File: src/rtl/pralu_pkg.sv
package pralu_pkg;
    parameter int DATA_W   = 16;
    parameter int ID_W     = 4;
    parameter int POS_W    = 4;
    parameter int LEN_W    = 5;
    parameter int OPC_W    = 3;
    parameter int XSEL_W   = 2;
    parameter int NUM_ALU  = 2;
    parameter int NUM_GPR  = 10;
    parameter int NP_ID    = 9;
    parameter int ERR_ID   = 10;
    parameter int ERR_NUM  = 12;
    parameter int FLG_BASE = 12;
    parameter int FLG_NUM  = 48;

    localparam int FIDX_W   = ID_W + POS_W;
    localparam int FLG_WRDS = (1 << ID_W) - FLG_BASE;
    localparam int FLG_SPAN = FLG_WRDS * DATA_W;

    typedef enum logic [OPC_W-1:0] {
        OP_PARK    = 3'd0,
        OP_MOV_ADD = 3'd1,
        OP_ADD     = 3'd2,
        OP_ORLT    = 3'd3,
        OP_OREQ    = 3'd4,
        OP_SETEQ   = 3'd5,
        OP_MOV_XOR = 3'd6
    } opc_e;

    typedef struct packed {
        logic [OPC_W-1:0]  opc;
        logic [ID_W-1:0]   src_id;
        logic [POS_W-1:0]  src_start;
        logic [LEN_W-1:0]  src_len;
        logic [ID_W-1:0]   dst_id;
        logic [POS_W-1:0]  dst_start;
        logic [POS_W-1:0]  shift;
        logic [DATA_W-1:0] imm;
        logic [DATA_W-1:0] branch;
        logic [XSEL_W-1:0] xsel;
    } ins_t;

    typedef struct packed {
        logic [NUM_GPR-1:0][DATA_W-1:0] gpr;
        logic [FLG_NUM-1:0]             flg;
        logic [ERR_NUM-1:0]             err;
    } state_t;

    typedef struct packed {
        state_t             st;
        logic [NUM_ALU-1:0] inv;
        logic [NUM_ALU-1:0] rng;
    } reg_t;
endpackage

File: src/rtl/pralu_srcsel.sv
module pralu_srcsel
    import pralu_pkg::*;
(
    input  state_t             st,
    input  logic [ID_W-1:0]    id,
    input  logic [POS_W-1:0]   start,
    input  logic [LEN_W-1:0]   len,
    output logic [DATA_W-1:0]  field
);
    logic [DATA_W-1:0]   word;
    logic [DATA_W-1:0]   mask;
    logic [FLG_SPAN-1:0] fpad;

    always_comb begin
        fpad = FLG_SPAN'(st.flg);
        word = '0;
        for (int g = 0; g < NUM_GPR; g++) begin
            if (id == ID_W'(g)) word = st.gpr[g];
        end
        if (id == ID_W'(ERR_ID)) word[ERR_NUM-1:0] = st.err;
        for (int w = 0; w < FLG_WRDS; w++) begin
            if (id == ID_W'(FLG_BASE + w)) word = fpad[w*DATA_W +: DATA_W];
        end
        if (len >= LEN_W'(DATA_W)) mask = '1;
        else                       mask = DATA_W'((32'd1 << len) - 32'd1);
        field = (word >> start) & mask;
    end
endmodule

File: src/rtl/pralu_slice.sv
module pralu_slice
    import pralu_pkg::*;
(
    input  state_t st_i,
    input  ins_t   ins_i,
    output state_t st_o,
    output logic   inv_o,
    output logic   rng_o
);
    logic [DATA_W-1:0] src;
    logic [DATA_W-1:0] shv;
    logic [DATA_W-1:0] cur;
    logic [DATA_W-1:0] arith_val;
    logic              arith_we;
    logic              bit_we;
    logic              bit_val;
    logic [FIDX_W-1:0] fidx;

    pralu_srcsel u_src (
        .st    (st_i),
        .id    (ins_i.src_id),
        .start (ins_i.src_start),
        .len   (ins_i.src_len),
        .field (src)
    );

    always_comb begin
        st_o      = st_i;
        inv_o     = 1'b0;
        rng_o     = 1'b0;
        arith_we  = 1'b0;
        arith_val = '0;
        bit_we    = 1'b0;
        bit_val   = 1'b0;
        shv       = src << ins_i.shift;
        fidx      = {ins_i.dst_id - ID_W'(FLG_BASE), ins_i.dst_start};
        cur       = '0;
        for (int g = 0; g < NUM_GPR; g++) begin
            if (ins_i.dst_id == ID_W'(g)) cur = st_i.gpr[g];
        end

        if (ins_i.xsel != '0) begin
            inv_o = 1'b1;
        end else begin
            case (ins_i.opc)
                OP_PARK: ;
                OP_MOV_ADD: begin
                    arith_we  = 1'b1;
                    arith_val = shv + ins_i.imm;
                end
                OP_ADD: begin
                    arith_we  = 1'b1;
                    arith_val = cur + shv + ins_i.imm;
                end
                OP_MOV_XOR: begin
                    arith_we  = 1'b1;
                    arith_val = shv ^ ins_i.imm;
                end
                OP_ORLT: begin
                    bit_we  = (src < ins_i.imm);
                    bit_val = 1'b1;
                    st_o.gpr[NP_ID] = ins_i.branch;
                end
                OP_OREQ: begin
                    bit_we  = (src == ins_i.imm);
                    bit_val = 1'b1;
                    st_o.gpr[NP_ID] = ins_i.branch;
                end
                OP_SETEQ: begin
                    bit_we  = 1'b1;
                    bit_val = (src == ins_i.imm);
                    st_o.gpr[NP_ID] = ins_i.branch;
                end
                default: inv_o = 1'b1;
            endcase
        end

        if (arith_we) begin
            if (int'(ins_i.dst_id) < NUM_GPR) begin
                for (int g = 0; g < NUM_GPR; g++) begin
                    if (ins_i.dst_id == ID_W'(g)) st_o.gpr[g] = arith_val;
                end
            end else begin
                rng_o = 1'b1;
            end
        end

        if (bit_we) begin
            if (ins_i.dst_id == ID_W'(ERR_ID)) begin
                if (int'(ins_i.dst_start) < ERR_NUM) st_o.err[ins_i.dst_start] = bit_val;
                else                                 rng_o = 1'b1;
            end else if (int'(ins_i.dst_id) >= FLG_BASE) begin
                if (int'(fidx) < FLG_NUM) st_o.flg[fidx] = bit_val;
                else                      rng_o = 1'b1;
            end else begin
                rng_o = 1'b1;
            end
        end
    end
endmodule

File: src/rtl/pralu_pair.sv
module pralu_pair
    import pralu_pkg::*;
(
    input  logic                             clk,
    input  logic                             rst_n,
    input  logic [NUM_ALU-1:0][OPC_W-1:0]    alu_opc,
    input  logic [NUM_ALU-1:0][ID_W-1:0]     alu_src_id,
    input  logic [NUM_ALU-1:0][POS_W-1:0]    alu_src_start,
    input  logic [NUM_ALU-1:0][LEN_W-1:0]    alu_src_len,
    input  logic [NUM_ALU-1:0][ID_W-1:0]     alu_dst_id,
    input  logic [NUM_ALU-1:0][POS_W-1:0]    alu_dst_start,
    input  logic [NUM_ALU-1:0][POS_W-1:0]    alu_shift,
    input  logic [NUM_ALU-1:0][DATA_W-1:0]   alu_imm,
    input  logic [NUM_ALU-1:0][DATA_W-1:0]   alu_branch,
    input  logic [NUM_ALU-1:0][XSEL_W-1:0]   alu_xsel,
    output logic [NUM_GPR-1:0][DATA_W-1:0]   gpr_o,
    output logic [FLG_NUM-1:0]               flags_o,
    output logic [ERR_NUM-1:0]               errs_o,
    output logic [NUM_ALU-1:0]               invalid_op,
    output logic [NUM_ALU-1:0]               range_err
);
    ins_t               ins   [NUM_ALU];
    state_t             stage [NUM_ALU+1];
    logic [NUM_ALU-1:0] inv_w;
    logic [NUM_ALU-1:0] rng_w;
    reg_t               q_d;
    reg_t               q_q;

    assign stage[0] = q_q.st;

    for (genvar k = 0; k < NUM_ALU; k++) begin : g_lane
        assign ins[k] = '{
            opc:       alu_opc[k],
            src_id:    alu_src_id[k],
            src_start: alu_src_start[k],
            src_len:   alu_src_len[k],
            dst_id:    alu_dst_id[k],
            dst_start: alu_dst_start[k],
            shift:     alu_shift[k],
            imm:       alu_imm[k],
            branch:    alu_branch[k],
            xsel:      alu_xsel[k]
        };

        pralu_slice u_slice (
            .st_i  (stage[k]),
            .ins_i (ins[k]),
            .st_o  (stage[k+1]),
            .inv_o (inv_w[k]),
            .rng_o (rng_w[k])
        );
    end

    always_comb begin
        q_d.st  = stage[NUM_ALU];
        q_d.inv = inv_w;
        q_d.rng = rng_w;
    end

    always_ff @(posedge clk) begin
        if (!rst_n) q_q <= '0;
        else        q_q <= q_d;
    end

    assign gpr_o      = q_q.st.gpr;
    assign flags_o    = q_q.st.flg;
    assign errs_o     = q_q.st.err;
    assign invalid_op = q_q.inv;
    assign range_err  = q_q.rng;
endmodule

File: config.mk
export PLATFORM = sky130hd
export DESIGN_NAME = pralu_pair
export DESIGN_NICKNAME = d
export VERILOG_FILES = /design/src/rtl/pralu_pkg.sv /design/src/rtl/pralu_srcsel.sv /design/src/rtl/pralu_slice.sv /design/src/rtl/pralu_pair.sv
export SDC_FILE = /design/constraint.sdc
export NUM_CORES = 2
export LEC_CHECK = 0
export BUFFER_PORTS_ARGS = -buffer_cell sky130_fd_sc_hd__buf_2
export CORE_MARGIN = 2
export CORE_UTILIZATION = 30
export CTS_CLUSTER_DIAMETER = 150
export CTS_CLUSTER_SIZE = 24
export DETAILED_ROUTE_END_ITERATION = 8
export PLACE_DENSITY = 0.56
export SETUP_SLACK_MARGIN = 0.5
export SLEW_MARGIN = 40
export SYNTH_ARGS = -nofsm -noshare
export SYNTH_HDL_FRONTEND = slang
export SYNTH_SLANG_ARGS = --single-unit
File: constraint.sdc
create_clock -name clk -period 15.7 [get_ports clk]
set_input_delay 1.57 -clock clk [delete_from_list [all_inputs] [get_ports clk]]
set_output_delay 1.57 -clock clk [all_outputs]
set_load 0.03 [all_outputs]
==> results_dict.tcl <==
set metrics [dict create \
    yosys-top-cells-count "nand2_1, nor2_1, a21oi_1, clkbuf_1, o21ai_0" \
    fin_nets 4659 \
    htree_levels 1 \
    antenna_found_initial 25 \
    endpoint_kind "flop" \
    swShare_pct 44.0 \
    critPathArrivalTime_ns 15.16 \
    synth.yosys.seq_area_share_pct 16.0 \
    synth_edf_count 0 \
    cts.sinks 224 \
    synth_top_cell_area_share_pct 16.0 \
    yosys_register_bits 224 \
    min_period_ns 14.65 \
    synth_ff_type "dfxtp_1" \
    worstMarginPinSlew_ns 1.02 \
    hold_class "flop to flop" \
    cts-root-buf "clkbuf_16" \
    hold_viol_final 0 \
    crit_family "compound AO/OA/AOI/OAI gates" \
    synth_fa_ha_area_share_pct 6.55 \
    synthCells 3958 \
    rows 111 \
    finalSetupViolCount 0 \
    p_clk_share_pct 26.0 \
    dp_hpwl_um 162000 \
    cpPeakStageDelay_ns 0.77 \
    drcViolationCount 0 \
    synth_top_family_by_area "compound AO/OA/AOI/OAI gates" \
    die_area_um2 95700 \
    p_switching_w 0.000843 \
    dr.pass1.iters 9 \
    fmax_mhz 68.3 \
    post_cts.repair.setup_buffers 0 \
    synthArstFlopShare_pct 0 \
    power_frac_comb_pct 42.9 \
    grt_max_degree 81 \
    wl_per_cell_um 35.7 \
    irDropWorstVdd_v 0.0000593 \
    grt-ovfl-total 0 \
    fin_crit_sh_pct 93.3 \
    crit_path_top_delay_cell "a2111oi_1" \
    rsz0062_at_grt "no" \
    wl_um 202000 \
    pwr-share-seq_pct 31.1 \
    status "finished clean" \
    synth_compound_area_share_pct 38.5 \
    yosysMostFrequentCell "nand2_1" \
    synth_mux_area_share_pct 7.07 \
    cp_num_buf_inv 9 \
    grt_pass1_vias 34300 \
    critPathMaxFanout 13 \
    cts_resized 0 \
    crit_path_frequent_cell "nor2_1" \
    yosys-top-cells-area "dfxtp_1, nand2_1, nor2_1" \
    portBuffers 349 \
    cp-start-kind "input pin" \
    yosysTopAreaCell "dfxtp_1" \
    avgSynthCellArea_um2 7.07 \
    pin_count 350 \
    setup_tns_ns 0 \
    cts_tree "done" \
    clk_pin_slew_ns 0.10 \
    fill_cells 10100 \
    clkLatencyLatePin_ns 0.61 \
    ant_nets 0 \
    synth_xor_area_share_pct 1.10 \
    powerDensity_nw_per_um2 56.7 \
    crit_required_ns 16.22 \
    crit_type "input pin to flop" \
    layout-drive-gt1-share_pct 20.5 \
    place_congestion 1.05 \
    holdWs_ns 0.784 \
    skew_ns 0.0730 \
    via_count 37600 \
    area_delta_synth_final_pct 21.0 \
    syn-cell-area_um2 28000 \
    dieHeight_um 309 \
    grt_pass1_wl_um 274000 \
    p_int_w 0.00107 \
    power_leakage_nw 15.5 \
    slew_violations 0 \
    die_w_um 309 \
    coreArea_um2 92100 \
    synth_cell_types 109 \
    power_w 0.00192 \
    slew_headroom_pct 31.9 \
    yosys_warnings 0 \
    cts_made_buffers 16 \
    drtIter0Drc 5695 \
    syn-num-nets 4210 \
    clk_path_buf_depth 3 \
    cts_hold_buf 0 \
    grt_use_total_pct 40.5 \
    maxCapViolations 0 \
    synthSimpleGateAreaFrac_pct 24.1 \
    viasPerCell 6.65 \
    start_util_pct 30.4 \
]
[tightest hold or removal path, cell delays in order, from the launching register on]
cell and delay (ns):
dfxtp_1 0.38, inv_1 0.10, o221ai_1 0.13, o311a_1 0.14
[flip-flops by register name, summed over array words and instances (netlist names)]
register	count
gpr_o	160
flags_o	48
errs_o	12
invalid_op	2
range_err	2
[cells by family after synthesis]
family / after synthesis
compound gates: 1497
buf+inv: 456
mux: 177
fa+ha+maj: 126
simple gates: 1443
flops: 224
xor+xnor: 35
[cells in the final DEF, fill, tap and decap left out, drive strengths merged, types with 54 or more instances in the layout]
cell type / instances
buf: 727
nand2: 472
nor2: 437
a21oi: 264
o21ai: 264
dfxtp: 224
inv: 157
o211a: 136
mux2i: 127
nor3: 96
ha: 92
o22ai: 76
nand3: 72
nand2b: 69
a31oi: 65
a22oi: 64
o31ai: 57
a211oi: 55
nor2b: 54
[routing by layer]
metal / wire length, um / up-vias / share of wire (%) / track usage [%]
met5: 188 / - / 0.093 / 0.101
met4: 16100 / 26 / 7.9 / 27.0
met3: 24700 / 720 / 12 / 12.6
met2: 83800 / 2839 / 41 / 59.5
met1: 77500 / 18200 / 38 / 50.6
li1: - / 15900 / - / -
[final timing paths]
check | startpoint | endpoint | slack [ns] | depth (start not counted)
worst max register to register | gpr_o[85] | gpr_o[79] | 2.01 | 62
worst min-delay path | flags_o[8] | flags_o[8] | 0.78 | 3
worst min register to register | flags_o[8] | flags_o[8] | 0.78 | 3
worst max-delay path | alu_src_len[1] | gpr_o[79] | 1.05 | 63
[power by group through the flow]
stage	clock (W)	sequential [W]	combinational (W)
CTS	0.000494	0.000594	0.000790
finish	0.000498	0.000597	0.000822
floorplan	0	0.000604	0.000438
global route	0.000510	0.000595	0.000861
detailed placement	0	0.000607	0.000786
global placement	0	0.000608	0.000787
[layout make-up]
type                       instances  area, um^2  area share (%)
inverter                         158         593            1.75
timing repair buffer             729        4790            14.2
clock inverter                     6         108           0.318
antenna                            3        7.51          0.0222
sequential                       224        4480            13.3
multi-input combinational       3278       21900            64.6
clock buffer                      17         425            1.26
tap                             1243        1560            4.60
[stage by stage]
step | worst slack, ns | cell area (um^2) | instances | utilization [%]
global route | 0.510 | 33800 | 5655 | 36.7
detailed placement | 0.526 | 33200 | 5631 | 36.0
floorplan | 2.67 | 28000 | 3958 | -
finish | 1.05 | 33800 | 5658 | 36.7
CTS | 1.05 | 33700 | 5654 | 36.6
global placement | 0.651 | 33100 | 5631 | 36.0
No activity file was read; power rests on OpenSTA's default activity.
